===== src/rtl/nram_pkg.sv =====
package nram_pkg;
  typedef enum logic [3:0] {
    OP_NOP     = 4'd0,
    OP_LOAD    = 4'd1,
    OP_ACC2DIG = 4'd2,
    OP_READ    = 4'd3,
    OP_WRITE   = 4'd4,
    OP_XCH     = 4'd5,
    OP_XCH_INC = 4'd6,
    OP_XCH_DEC = 4'd7,
    OP_DIRECT  = 4'd8,
    OP_BIT_SET = 4'd9,
    OP_BIT_CLR = 4'd10
  } op_e;
endpackage


===== src/rtl/nram_ptr.sv =====
module nram_ptr
  import nram_pkg::*;
#(
  parameter int REG_W = 2,
  parameter int DIG_W = 4
) (
  input  logic             clk_i,
  input  logic             rst_ni,
  input  op_e              op_i,
  input  logic [REG_W-1:0] reg_imm_i,
  input  logic [DIG_W-1:0] dig_imm_i,
  input  logic [REG_W-1:0] xr_i,
  input  logic [DIG_W-1:0] acc_i,
  output logic [REG_W-1:0] reg_o,
  output logic [DIG_W-1:0] dig_o,
  output logic             skip_o
);
  localparam int MID = 2 ** (DIG_W - 1);

  logic [REG_W-1:0] reg_q;
  logic [DIG_W-1:0] dig_q;
  logic             skip_q;

  always_ff @(posedge clk_i or negedge rst_ni) begin
    if (!rst_ni) begin
      reg_q  <= '0;
      dig_q  <= '0;
      skip_q <= 1'b0;
    end else begin
      // skip only on full-width wrap
      skip_q <= (op_i == OP_XCH_INC && dig_q == '1) ||
                (op_i == OP_XCH_DEC && dig_q == '0);
      unique case (op_i)
        OP_LOAD: begin
          reg_q <= reg_imm_i;
          dig_q <= dig_imm_i;
        end
        OP_ACC2DIG: dig_q <= acc_i;
        OP_READ, OP_XCH: reg_q <= reg_q ^ xr_i;
        OP_XCH_INC: begin
          reg_q <= reg_q ^ xr_i;
          dig_q <= dig_q + DIG_W'(1);
        end
        OP_XCH_DEC: begin
          reg_q <= reg_q ^ xr_i;
          dig_q <= dig_q - DIG_W'(1);
        end
        default: ;
      endcase
    end
  end

  assign reg_o  = reg_q;
  assign dig_o  = dig_q;
  assign skip_o = skip_q;


  inc_step_chk: assert property (@(posedge clk_i) disable iff (!rst_ni)
    op_i == OP_XCH_INC |=> dig_q == $past(dig_q) + DIG_W'(1));

  mid_no_skip_chk: assert property (@(posedge clk_i) disable iff (!rst_ni)
    (op_i == OP_XCH_DEC && dig_q == DIG_W'(MID)) |=> !skip_q);

  skip_src_chk: assert property (@(posedge clk_i) disable iff (!rst_ni)
    skip_q |-> (($past(op_i) == OP_XCH_INC && dig_q == '0) ||
                ($past(op_i) == OP_XCH_DEC && dig_q == '1)));

  direct_hold_chk: assert property (@(posedge clk_i) disable iff (!rst_ni)
    op_i == OP_DIRECT |=> $stable({reg_q, dig_q}));

  a2d_reg_chk: assert property (@(posedge clk_i) disable iff (!rst_ni)
    op_i == OP_ACC2DIG |=> $stable(reg_q));
endmodule


===== src/rtl/nram_map.sv =====
module nram_map #(
  parameter int REG_W = 2,
  parameter int SEL_W = 3
) (
  input  logic [REG_W-1:0]       reg_i,
  input  logic [SEL_W-1:0]       dsel_i,
  input  logic                   direct_i,
  output logic [REG_W+SEL_W-1:0] addr_o
);
  // direct cell: last register, last physical digit
  localparam logic [REG_W+SEL_W-1:0] DIRECT_ADDR = '1;

  always_comb addr_o = direct_i ? DIRECT_ADDR : {reg_i, dsel_i};
endmodule


===== src/rtl/nram_store.sv =====
module nram_store #(
  parameter int ADDR_W = 5,
  parameter int DATA_W = 4
) (
  input  logic              clk_i,
  input  logic              rst_ni,
  input  logic [ADDR_W-1:0] addr_i,
  input  logic              we_i,
  input  logic [DATA_W-1:0] wdata_i,
  output logic [DATA_W-1:0] rdata_o
);
  localparam int DEPTH = 2 ** ADDR_W;

  logic [DATA_W-1:0] mem_q [DEPTH];

  // no reset on contents
  always_ff @(posedge clk_i) begin
    if (we_i) mem_q[addr_i] <= wdata_i;
  end

  assign rdata_o = mem_q[addr_i];


  wr_land_chk: assert property (@(posedge clk_i) disable iff (!rst_ni)
    we_i |=> mem_q[$past(addr_i)] == $past(wdata_i));
endmodule


===== src/rtl/nram_addr_unit.sv =====
module nram_addr_unit
  import nram_pkg::*;
#(
  parameter int REG_W  = 2,
  parameter int DIG_W  = 4,
  parameter int SEL_W  = 3,
  parameter int DATA_W = 4
) (
  input  logic                   clk_i,
  input  logic                   rst_ni,
  input  logic [3:0]             op_i,
  input  logic [REG_W-1:0]       reg_imm_i,
  input  logic [DIG_W-1:0]       dig_imm_i,
  input  logic [REG_W-1:0]       xr_i,
  input  logic [DATA_W-1:0]      acc_i,
  input  logic [$clog2(DATA_W)-1:0] bsel_i,
  output logic [REG_W+DIG_W-1:0] ptr_o,
  output logic [DATA_W-1:0]      rd_data_o,
  output logic                   bit_zero_o,
  output logic                   skip_o
);
  localparam int ADDR_W = REG_W + SEL_W;

  op_e               op;
  logic [REG_W-1:0]  reg_f;
  logic [DIG_W-1:0]  dig_f;
  logic [ADDR_W-1:0] addr;
  logic              direct;
  logic              we;
  logic [DATA_W-1:0] wdata;
  logic [DATA_W-1:0] bit_mask;

  assign op     = op_e'(op_i);
  assign direct = (op == OP_DIRECT);

  nram_ptr #(.REG_W(REG_W), .DIG_W(DIG_W)) u_ptr (
    .clk_i     (clk_i),
    .rst_ni    (rst_ni),
    .op_i      (op),
    .reg_imm_i (reg_imm_i),
    .dig_imm_i (dig_imm_i),
    .xr_i      (xr_i),
    .acc_i     (acc_i),
    .reg_o     (reg_f),
    .dig_o     (dig_f),
    .skip_o    (skip_o)
  );

  nram_map #(.REG_W(REG_W), .SEL_W(SEL_W)) u_map (
    .reg_i    (reg_f),
    .dsel_i   (dig_f[SEL_W-1:0]),
    .direct_i (direct),
    .addr_o   (addr)
  );

  always_comb begin
    bit_mask = '0;
    bit_mask[bsel_i] = 1'b1;
    we    = 1'b1;
    wdata = acc_i;
    unique case (op)
      OP_WRITE, OP_XCH, OP_XCH_INC, OP_XCH_DEC, OP_DIRECT: ;
      OP_BIT_SET: wdata = rd_data_o | bit_mask;
      OP_BIT_CLR: wdata = rd_data_o & ~bit_mask;
      default:    we = 1'b0;
    endcase
  end

  nram_store #(.ADDR_W(ADDR_W), .DATA_W(DATA_W)) u_store (
    .clk_i   (clk_i),
    .rst_ni  (rst_ni),
    .addr_i  (addr),
    .we_i    (we),
    .wdata_i (wdata),
    .rdata_o (rd_data_o)
  );

  assign ptr_o      = {reg_f, dig_f};
  assign bit_zero_o = ~rd_data_o[bsel_i];


  bit_set_chk: assert property (@(posedge clk_i) disable iff (!rst_ni)
    op == OP_BIT_SET |=> rd_data_o[$past(bsel_i)]);

  bit_clr_chk: assert property (@(posedge clk_i) disable iff (!rst_ni)
    op == OP_BIT_CLR |=> bit_zero_o || bsel_i != $past(bsel_i));
endmodule


===== config.mk =====
export PLATFORM = sky130hd
export DESIGN_NAME = nram_addr_unit
export DESIGN_NICKNAME = d
export VERILOG_FILES = /design/src/rtl/nram_pkg.sv /design/src/rtl/nram_ptr.sv /design/src/rtl/nram_map.sv /design/src/rtl/nram_store.sv /design/src/rtl/nram_addr_unit.sv
export SDC_FILE = /design/constraint.sdc
export NUM_CORES = 1
export LEC_CHECK = 0
export ABC_AREA = 0
export CAP_MARGIN = 20
export CORE_ASPECT_RATIO = 1.5
export CORE_MARGIN = 1.5
export CORE_UTILIZATION = 56
export CTS_BUF_LIST = sky130_fd_sc_hd__clkbuf_8
export CTS_CLUSTER_SIZE = 20
export DETAILED_ROUTE_END_ITERATION = 10
export PLACE_DENSITY = 0.83
export SETUP_SLACK_MARGIN = 0.3
export SYNTH_ARGS = -nofsm -noshare
export SYNTH_HDL_FRONTEND = slang
export SYNTH_HIERARCHICAL = 1
export SYNTH_SLANG_ARGS = --single-unit

===== constraint.sdc =====
create_clock -name clk_i -period 4.1 [get_ports clk_i]
set_clock_uncertainty 0.15 [all_clocks]
set_input_delay 0.82 -clock clk_i [delete_from_list [all_inputs] [get_ports clk_i]]
set_output_delay 0.82 -clock clk_i [all_outputs]
set_load 0.01 [all_outputs]

; ---- Word-level counts from Yosys, hierarchy flattened
; Memory sizes are Yosys's and may differ from the RTL's.
; Index checks and enable logic that the tools add are counted.
[op_classes]
order_cmp = 2
eq_ne = 11
n_reduce_logical = 9
bitwise = 5
n_mux = 11
add_sub_neg = 2
[op_table]
columns = cell, count
row1 = 4-bit by 3-bit == test with 1-bit output (second input constant), 4
row2 = 4-bit == test (second input constant), 4
row3 = 4-bit one-hot mux with 4 select lines, 1
row4 = 4-bit by 2-bit == test with 1-bit output (second input constant), 2
row5 = 4-bit one-hot mux with 2 select lines, 1
row6 = 7-bit OR reduction, 1
row7 = 1-bit 2-to-1 mux, 5
row8 = 5-bit 2-to-1 mux, 1
row9 = 4-bit by 1-bit adder with 4-bit output (second input constant), 1
row10 = 4-bit bitwise AND, 1
row11 = 4-bit by 1-bit == test with 1-bit output (second input constant), 1
row12 = 4-bit logical NOT, 1
row13 = 4-bit inverter, 1
row14 = 4-bit bitwise OR, 1
row15 = 2-bit one-hot mux with 2 select lines, 1
row16 = 4-bit nonzero test, 1
row17 = 4-bit OR reduction, 1
row18 = 4-bit by 1-bit subtractor with 4-bit output (second input constant), 1
row19 = 1-bit logical AND, 3
row20 = 2-bit by 3-bit < comparator with 1-bit output (second input constant), 1
row21 = 1-bit binary-select mux with 2-bit select, 1
row22 = 1-bit demux with 2-bit select, 1
row23 = 2-bit by 1-bit >= comparator with 1-bit output (second input constant), 1
row24 = 2-bit nonzero test, 1
row25 = 3 further kinds, 3
[word_totals]
ram_bits = 128
register_bits = 7
memories = 1
in_bits = 20
output_inout_bits = 12
[memory_table]
columns = memory, words, width, read_ports, rd_clocked_by_memory_dff, wr, line_no
row1 = u_store.mem_q, 32, 4, 1, 0, 1, nram_store.sv:14  ; logic [DATA_W-1:0] mem_q [DEPTH];

; ---- Logic depth before layout (Yosys ltp)
; Gate-level depths: netlist of run 1.
[logic_depth]
word_depth = 7
ltp_mapped = 13
ltp_nobuf = 10

; ---- Modules after synthesis
; The synthesis of run 1 kept the hierarchy.
[modules_own_cells]
columns = module, instances, seq_area_each_um2, area_per_inst_um2, cells_each
row1 = nram_store, 1, 3843.7, 5258.8, 314
row2 = nram_ptr, 1, 175.2, 686.9, 85
row3 = nram_addr_unit, 1, 0.0, 239.0, 35
row4 = nram_map, 1, 0.0, 31.3, 5

; ---- Worst setup path after synthesis of run 1
; OpenSTA, ideal clock, no wires.
[synth_timing]
path_kind = input port to flip-flop
start = input port op_i[2]
end = memory u_store.mem_q[0][1] (data pin)
cell_stages = 10
setup_ns = 0.479
t_arrival_ns = 4.110
n_path_buf = 0
slack_ns = -0.639
cell_sequence = or3b_4 nor2_1 or2_1 or4bb_1 o22ai_1 nor4_1 nand2_1 or2b_1 o32ai_1 a221oi_1
[synth_via]
elab_chain_cells = 5
elab_cells_between_ends = 8
cone_classes = eq/ne (3) / mux (2) / bitwise (2) / memory (1)
[synth_lines]
columns = element, line_no
row1 = "start, declared", nram_addr_unit.sv:11  ; input logic [3:0] op_i,
row2 = 4-bit == test (*), nram_addr_unit.sv:34  ; assign direct = (op == OP_DIRECT);
row3 = net direct, nram_addr_unit.sv:28  ; logic direct;
row4 = 5-bit 2-to-1 mux (*), nram_map.sv:13  ; always_comb addr_o = direct_i ? DIRECT_ADDR : {reg_i, dsel_i};
row5 = net addr[3], nram_addr_unit.sv:27  ; logic [ADDR_W-1:0] addr;
row6 = memory read 32 x 4 bit (*), n/a
row7 = net rd_data_o[1], nram_addr_unit.sv:18  ; output logic [DATA_W-1:0] rd_data_o,
row8 = 4-bit bitwise AND or 4-bit bitwise OR (tied branches), "nram_addr_unit.sv:64, nram_addr_unit.sv:63"
row9 = 4-bit one-hot mux with 2 select lines (*), nram_addr_unit.sv:61  ; unique case (op)
row10 = net wdata[1], nram_addr_unit.sv:30  ; logic [DATA_W-1:0] wdata;
row11 = "end, declared", nram_store.sv:14
; The timed path passes the listed nets; every way through them passes the cells marked *.

; ---- Worst setup path in the final report of run 1
[layout_timing]
start = input port op_i[2]
end = output port bit_zero_o
[layout_via]
elab_chain_cells = 6
[layout_lines]
columns = element, line_no
row1 = 4-bit == test, nram_addr_unit.sv:34
row2 = net direct, nram_addr_unit.sv:28
row3 = 5-bit 2-to-1 mux, nram_map.sv:13
row4 = net addr[2], nram_addr_unit.sv:27
row5 = memory read 32 x 4 bit, n/a
row6 = 1-bit binary-select mux with 2-bit select, nram_addr_unit.sv:79  ; assign bit_zero_o = ~rd_data_o[bsel_i];
row7 = 1-bit 2-to-1 mux (implied by the code), nram_addr_unit.sv:79
row8 = 1-bit inverter, nram_addr_unit.sv:79
row9 = "end, declared", nram_addr_unit.sv:19  ; output logic bit_zero_o,
; The timed path passes the listed nets, and every way through them passes these cells. The select of a mux whose other input is x is not followed.

==> run_results.csv, run 1 <==
group,metric,value,unit
yosys,synthFlopType,"edfxtp_1",
clocking,htreeDepth,4,
worst_setup_path,cp-start-kind,"primary input",
yosys,ys_types,56,
yosys,syn_nets,461,
sta,fin_ws,-0.511,ns
sta,fin_crit_sh,1.12,
power,peakVddDrop,0.307,mV
detailed_routing,route.met3.wl,1.40,mm
run_status,violations,"negative setup slack",
power,power.static_leakage,3.08,nW
yosys,ys_warn_count,6,
yosys,ys_seq_elements,135,
place,io_buffers,31,
finish,syn_to_final_growth,35.4,%
grt,grt_overflow,0,
sta,fmax,217,MHz
clocking,cts_tree,"done",
yosys,synth_edf_count,128,
clocking,clock_sinks,135,
floorplan,ioPinCount,32,
place,gp_congestion,0.891,
power,p_per_area,499,mW/mm^2
yosys,synth_area,0.00622,sq mm
detailed_routing,drt-met1-wl,6.31,mm
detailed_routing,ant_nets,0,
yosys,synthXorXnorAreaFrac,0.00423,
clocking,clockRootBuffer,"clkbuf_8",
detailed_routing,drt-initial-drc-count,534,
detailed_routing,vias_per_cell,6.65,
finish,nNetsFinal,576,
detailed_routing,routed.top_layer,"met4",
run,max-cap-violations,0,
sta,holdWs,0.472,ns
detailed_routing,wl,19.1,mm
yosys,synth_compound_area_frac,0.0775,
yosys,synth_top_family_by_area,"simple AND/OR/NAND/NOR gates",
grt,grt_start_max_net_pins,33,
floorplan,chipHeight,132,um
floorplan,coreArea,0.0107,sq mm
worst_setup_path,cp_common_cell,"buf_4",
sta,rsz0062_at_grt,"yes",
yosys,synth_adder_area_share,0.00564,
yosys,synthMuxAreaShare,0.107,
finish,finalNonFillerCells,711,
worst_setup_path,max_stage_delay,0.49,ns
detailed_routing,first_pass_iters,5,
worst_setup_path,crit_slowest_cell,"mux4_2",
finish,layout-drive-gt1-share,0.323,
clocking,path_clk_slew,0.08,ns
worst_setup_path,path_cells,"buf_6 -> or3b_4 -> nor2_4 -> buf_4 -> buf_4 -> or2_4 -> buf_8 -> buf_4 -> or4b_4 -> o22ai_4 -> nor4_4 -> nand2_1 -> mux4_2 -> inv_2 -> buf_6",
floorplan,initial_utilization,0.581,
floorplan,rows,46,
clocking,cts_buffers,17,
worst_setup_path,cp_max_fo,10,
worst_hold_path,hold_path.class,"reg -> reg",
clocking,clockBufferDepth,2,
detailed_routing,vias,4728,
worst_setup_path,cp.arrival,3.64,ns
clocking,clock_latency,0.45,ns
yosys,syn_area_per_cell,14.2,sq um
sta,worst_pin_slew,0.874,ns
run_status,run_status,"finished, violations left",
sta,min_period,4.61,ns
place,placed_cells,641,
floorplan,die_area,0.0118,sq mm
detailed_routing,drc,0,
grt,antenna_found_initial,0,
finish,n_antenna_cell,0,
detailed_routing,met2_length,9.78,mm
worst_setup_path,worstSetupPathType,"in -> out",
floorplan,dieWidth,89.0,um
sta,finalHoldViolations,0,
sta,slew_viol_final,0,
worst_setup_path,end_kind,"primary output",
sta,slew_headroom,0.414,
yosys,synthSimpleGateAreaFrac,0.128,
grt,grt_pass1_vias,4411,
yosys,synth_seq_area_share,0.647,
grt,track_usage,0.289,
detailed_routing,wire_per_inst,26.8,um
place,pre_cts_ws,-1.39,ns
worst_setup_path,crit_required,3.13,ns
yosys,ys_async_sr_fraction,0.0519,
grt,grt_pass1_wl,24.3,mm
place,hpwl,10.5,mm
sta,setup_viol,37,
yosys,netlist_instances,439,
[state kept, by name, indices dropped and copies added (netlist names)]
register	cells
u_store/mem_q	128
u_ptr/dig_o	4
u_ptr/reg_o	2
u_ptr/skip_o	1
[power by group]
| group | switching (mW) | internal (mW) |
|---|---|---|
| registers | 0.0235 | 1.57 |
| logic | 0.696 | 0.732 |
| clock network | 0.559 | 0.613 |
[synthesized netlist by cell type, types with 6 or more instances]
master | number | area (sq um)
buf_6 | 7 | 78.8
mux2i_1 | 64 | 641
edfxtp_1 | 128 | 3840
o22ai_1 | 35 | 219
a21oi_1 | 6 | 30.0
nand2b_1 | 6 | 37.5
buf_2 | 10 | 50.1
nand2_1 | 13 | 48.8
dfrtp_1 | 7 | 175
inv_1 | 11 | 41.3
nor2_1 | 37 | 139
nor4_1 | 10 | 62.6
[through the flow]
stage / cell area, sq um / total power [mW] / TNS [ns] / utilization
floorplan: 6300 / 2.18 / 0 / -
global placement: 7120 / 2.56 / -93.14 / 0.665
detailed placement: 7120 / 2.59 / -96.83 / 0.665
CTS: 7950 / 3.92 / -0.694 / 0.743
global route: 8420 / 4.30 / -10.72 / 0.786
finish: 8420 / 4.20 / -7.46 / 0.786
[metal layers]
metal	global-route usage	vias to the layer above
met3	0.0520	97
met4	0.165	0
met2	0.513	335
met1	0.313	2332
met5	0	-
li1	-	1964
[worst paths after layout]
check / startpoint / end / slack, ns / cells past startpoint
setup / recovery: op_i[2] / bit_zero_o / -0.51 / 15
hold / removal: u_ptr/reg_o[0]$_DFFE_PN0P_ / u_ptr/reg_o[0]$_DFFE_PN0P_ / 0.47 / 1
setup reg to reg: u_ptr/dig_o[1]$_DFFE_PN0P_ / u_store/mem_q[9][0]$_DFFE_PP_ / 0.32 / 17
hold reg to reg: u_ptr/reg_o[0]$_DFFE_PN0P_ / u_ptr/reg_o[0]$_DFFE_PN0P_ / 0.47 / 1
max in group asynchronous: rst_ni / u_ptr/dig_o[0]$_DFFE_PN0P_ / 3.03 / 1
min in group asynchronous: rst_ni / u_ptr/dig_o[3]$_DFFE_PN0P_ / 0.49 / 1
[kinds of logic after synthesis]
family                   count (synthesis)
adder cells (fa/ha/maj)                  3
AO/OA/AOI/OAI                           71
XOR/XNOR                                 3
buffers and inverters                   33
multiplexers                            65
AND/OR/NAND/NOR                        129
flip-flops                             135
[layout by cell type (no fill, tap or decap), types with 6 or more instances in the layout]
cell and count:
clkbuf_8 17, o22ai_1 24, mux2i_1 53, buf_6 20, clkdlybuf4s50_1 22, o22ai_4 6
nor2_1 36, edfxtp_1 128, nand2_1 12, mux2i_2 6, buf_4 52, nand2b_1 6
inv_1 10, a21oi_1 6, dfrtp_1 7, buf_12 12
[critical path, delay by kind of cell]
kind / cells / cell delay, ns
buffers and inverters: 7 / 0.75
AOI/OAI and AO/OA: 1 / 0.10
and+or+nand+nor: 6 / 1.48
muxes: 1 / 0.49
[layout make-up]
cell class              count  area (sq um)
well taps                 144           180
clock inverters            15           190
clock buffers              17           234
repair buffers            118          1300
fillers                   539          2290
inverters                  11          41.3
flip-flops and latches    135          4020
multi-input cells         271          2450
[repair_timing]
item / CTS / global route
setup buffers: 15 / 17
gates cloned: 1 / 5
hold buffers: 0 / 0
pin swaps: 18 / 22
resized for setup: 82 / 33
endpoints found under the hold margin: 0 / 0
endpoints found under the setup margin: 133 / 133
Power figures use the tool's default switching activity.
==> run 2: changes to the inputs <==
Settings changed: CAP_MARGIN 20 to 40, GPL_TIMING_DRIVEN set to 0, PLACE_DENSITY 0.83 to 0.86.
==> run 2 against run 1 <==
Compared with the run above: the run ends with design-rule violations, negative setup slack left; critical path depth shrank 2; maximum frequency shrank 3.4%; global-route usage grew 1.7 points; non-clock buffer count shrank 28; core utilization shrank 1.5 points.
==> run_results.csv, run 2 (synthesized netlist as in run 1, its figures left out) <==
group,metric,value,unit
clocking,htreeDepth,4,
place,io_buffers,31,
finish,finalNonFillerCells,683,
worst_setup_path,end_kind,"primary output",
finish,largest_reg_flops,128,
worst_setup_path,crit_start,"op_i[1]",
detailed_routing,ant_nets,0,
floorplan,initial_utilization,0.581,
finish,multi_input_comb_area,0.00263,sq mm
finish,layout-drive-gt1-share,0.334,
grt,grt_pass1_wl,25.4,mm
clocking,cts_tree,"done",
place,pre_cts_ws,-1.89,ns
worst_setup_path,r2r_setup_slack,0.15,ns
sta,worst_pin_slew,1.15,ns
worst_setup_path,worstSetupPathType,"in -> out",
finish,regArea,0.00402,sq mm
floorplan,die_area,0.0118,sq mm
detailed_routing,wire_per_inst,29.1,um
floorplan,rows,46,
detailed_routing,wl,19.9,mm
finish,final_cell_mix,"128 x edfxtp_1, 38 x mux2i_1, 36 x nor2_1",
grt,grt_overflow,0,
finish,nNetsFinal,548,
sta,fin_ws,-0.672,ns
finish,layout_commonest_cell,"edfxtp_1",
power,p_per_area,503,mW/mm^2
grt,antenna_found_initial,0,
sta,min_period,4.77,ns
detailed_routing,first_pass_iters,9,
clocking,cts_buffers,17,
worst_setup_path,rr_startpoint,"u_ptr/dig_o[1]$_DFFE_PN0P_",
sta,finalHoldViolations,0,
detailed_routing,drc,1,
sta,fin_crit_sh,1.16,
sta,rsz0062_at_grt,"yes",
grt,track_usage,0.306,
power,power.static_leakage,2.89,nW
worst_hold_path,hold_path.class,"in -> async",
clocking,clockBufferDepth,2,
clocking,ctsHoldBuffers,0,
clocking,clockRootBuffer,"clkbuf_8",
worst_setup_path,crit_required,3.13,ns
worst_setup_path,cp.arrival,3.80,ns
clocking,clock_latency,0.46,ns
finish,syn_to_final_growth,32.9,%
sta,slew_headroom,0.234,
grt,grt_pass1_vias,4499,
floorplan,dieWidth,89.0,um
finish,final_core_util,0.771,
finish,largest_register,"u_store/mem_q",
run_status,violations,"design-rule violations, negative setup slack",
detailed_routing,vias,4724,
worst_setup_path,reg2reg_depth,15,
worst_setup_path,cp-start-kind,"primary input",
worst_setup_path,cp_max_fo,6,
place,gp_congestion,0.882,
power,peakVddDrop,0.278,mV
sta,holdWs,0.456,ns
finish,n_antenna_cell,0,
finish,final_area,0.00826,sq mm
run_status,run_status,"finished, violations left",
finish,fill_cells,553,
clocking,path_clk_slew,0.09,ns
place,placed_cells,618,
run,max-cap-violations,0,
worst_setup_path,setup.worst_path.end,"bit_zero_o",
clocking,clock_sinks,135,
sta,setup_viol,54,
floorplan,ioPinCount,32,
place,hpwl,10.1,mm
floorplan,chipHeight,132,um
grt,grt_start_max_net_pins,18,
floorplan,coreArea,0.0107,sq mm
sta,fmax,210,MHz
detailed_routing,vias_per_cell,6.92,
sta,slew_viol_final,0,
place,dpl_cell_area,0.00685,sq mm
detailed_routing,drt-initial-drc-count,621,
worst_setup_path,r2r-end,"u_store/mem_q[12][0]$_DFFE_PP_",
## run 2: cell count changes in the layout (fill, tap and decap cells not counted), sizes merged
cell      change
bufinv        +1
bufbuf        -1
clkbuf        -1
clkinv        +3
clkinvlp      -2
inv           -2
buf          -26
## run 2: worst max-delay path, cell delays in order
cell and delay (ns):
buf_12 0.10, or3b_4 0.41, nor2_4 0.12, or2_4 0.14
buf_8 0.13, buf_12 0.16, mux2i_1 0.52, o22ai_2 0.21
nor4_4 0.37, nand2_2 0.16, mux4_2 0.50, inv_2 0.07
buf_6 0.09
## run 2: worst min-delay path by stage
stage / start / endpoint / cells after the start
2_1_floorplan: rst_ni / u_ptr/dig_o[0]$_DFFE_PN0P_ / 0
3_3_place_gp: u_ptr/reg_o[1]$_DFFE_PN0P_ / u_ptr/reg_o[1]$_DFFE_PN0P_ / 1
6_report: rst_ni / u_ptr/dig_o[2]$_DFFE_PN0P_ / 1
5_1_grt: rst_ni / u_ptr/dig_o[2]$_DFFE_PN0P_ / 1
3_5_place_dp: u_ptr/reg_o[1]$_DFFE_PN0P_ / u_ptr/reg_o[1]$_DFFE_PN0P_ / 1
4_1_cts: u_ptr/reg_o[1]$_DFFE_PN0P_ / u_ptr/reg_o[1]$_DFFE_PN0P_ / 1
## run 2: repair_timing
| item | in CTS | in global routing |
|---|---|---|
| endpoints found under the setup margin | 133 | 133 |
| gates resized for setup | 105 | 65 |
| endpoints found under the hold margin | 0 | 0 |
| pin swaps | 18 | 22 |
| gates cloned | 1 | 1 |
| buffers inserted | 23 | 8 |
## run 2: area by class of cell
type,count,share of cell area
sequential,135,0.487
multi-input combinational,271,0.318
timing repair buffer,68,0.0859
buffer,22,0.0298
clock buffer,17,0.0283
clock inverter,15,0.0245
tap,144,0.0218
inverter,11,0.00500
## run 2: report_power, final
part | total (mW) | internal (mW) | switching [mW] | leakage [nW]
sequential | 1.61 | 1.57 | 0.0376 | 1.24
clock | 1.19 | 0.665 | 0.528 | 0.222
combinational | 1.35 | 0.639 | 0.713 | 1.43
total | 4.16 | 2.88 | 1.28 | 2.89
## run 2: through the flow
step	setup TNS (ns)	power [mW]
2_1_floorplan	0	2.18
3_3_place_gp	-144.98	2.45
3_5_place_dp	-147.92	2.49
4_1_cts	-1.16	3.89
5_1_grt	-10.93	4.26
6_report	-11.71	4.16
## run 2: routing by layer
metal / part of all wire / routed length, um / up-vias / track usage
li1: - / - / 1924 / -
met1: 0.32 / 6440 / 2281 / 0.336
met2: 0.50 / 9870 / 387 / 0.503
met3: 0.097 / 1940 / 132 / 0.0827
met4: 0.083 / 1650 / 0 / 0.206
met5: 0 / 0 / - / 0
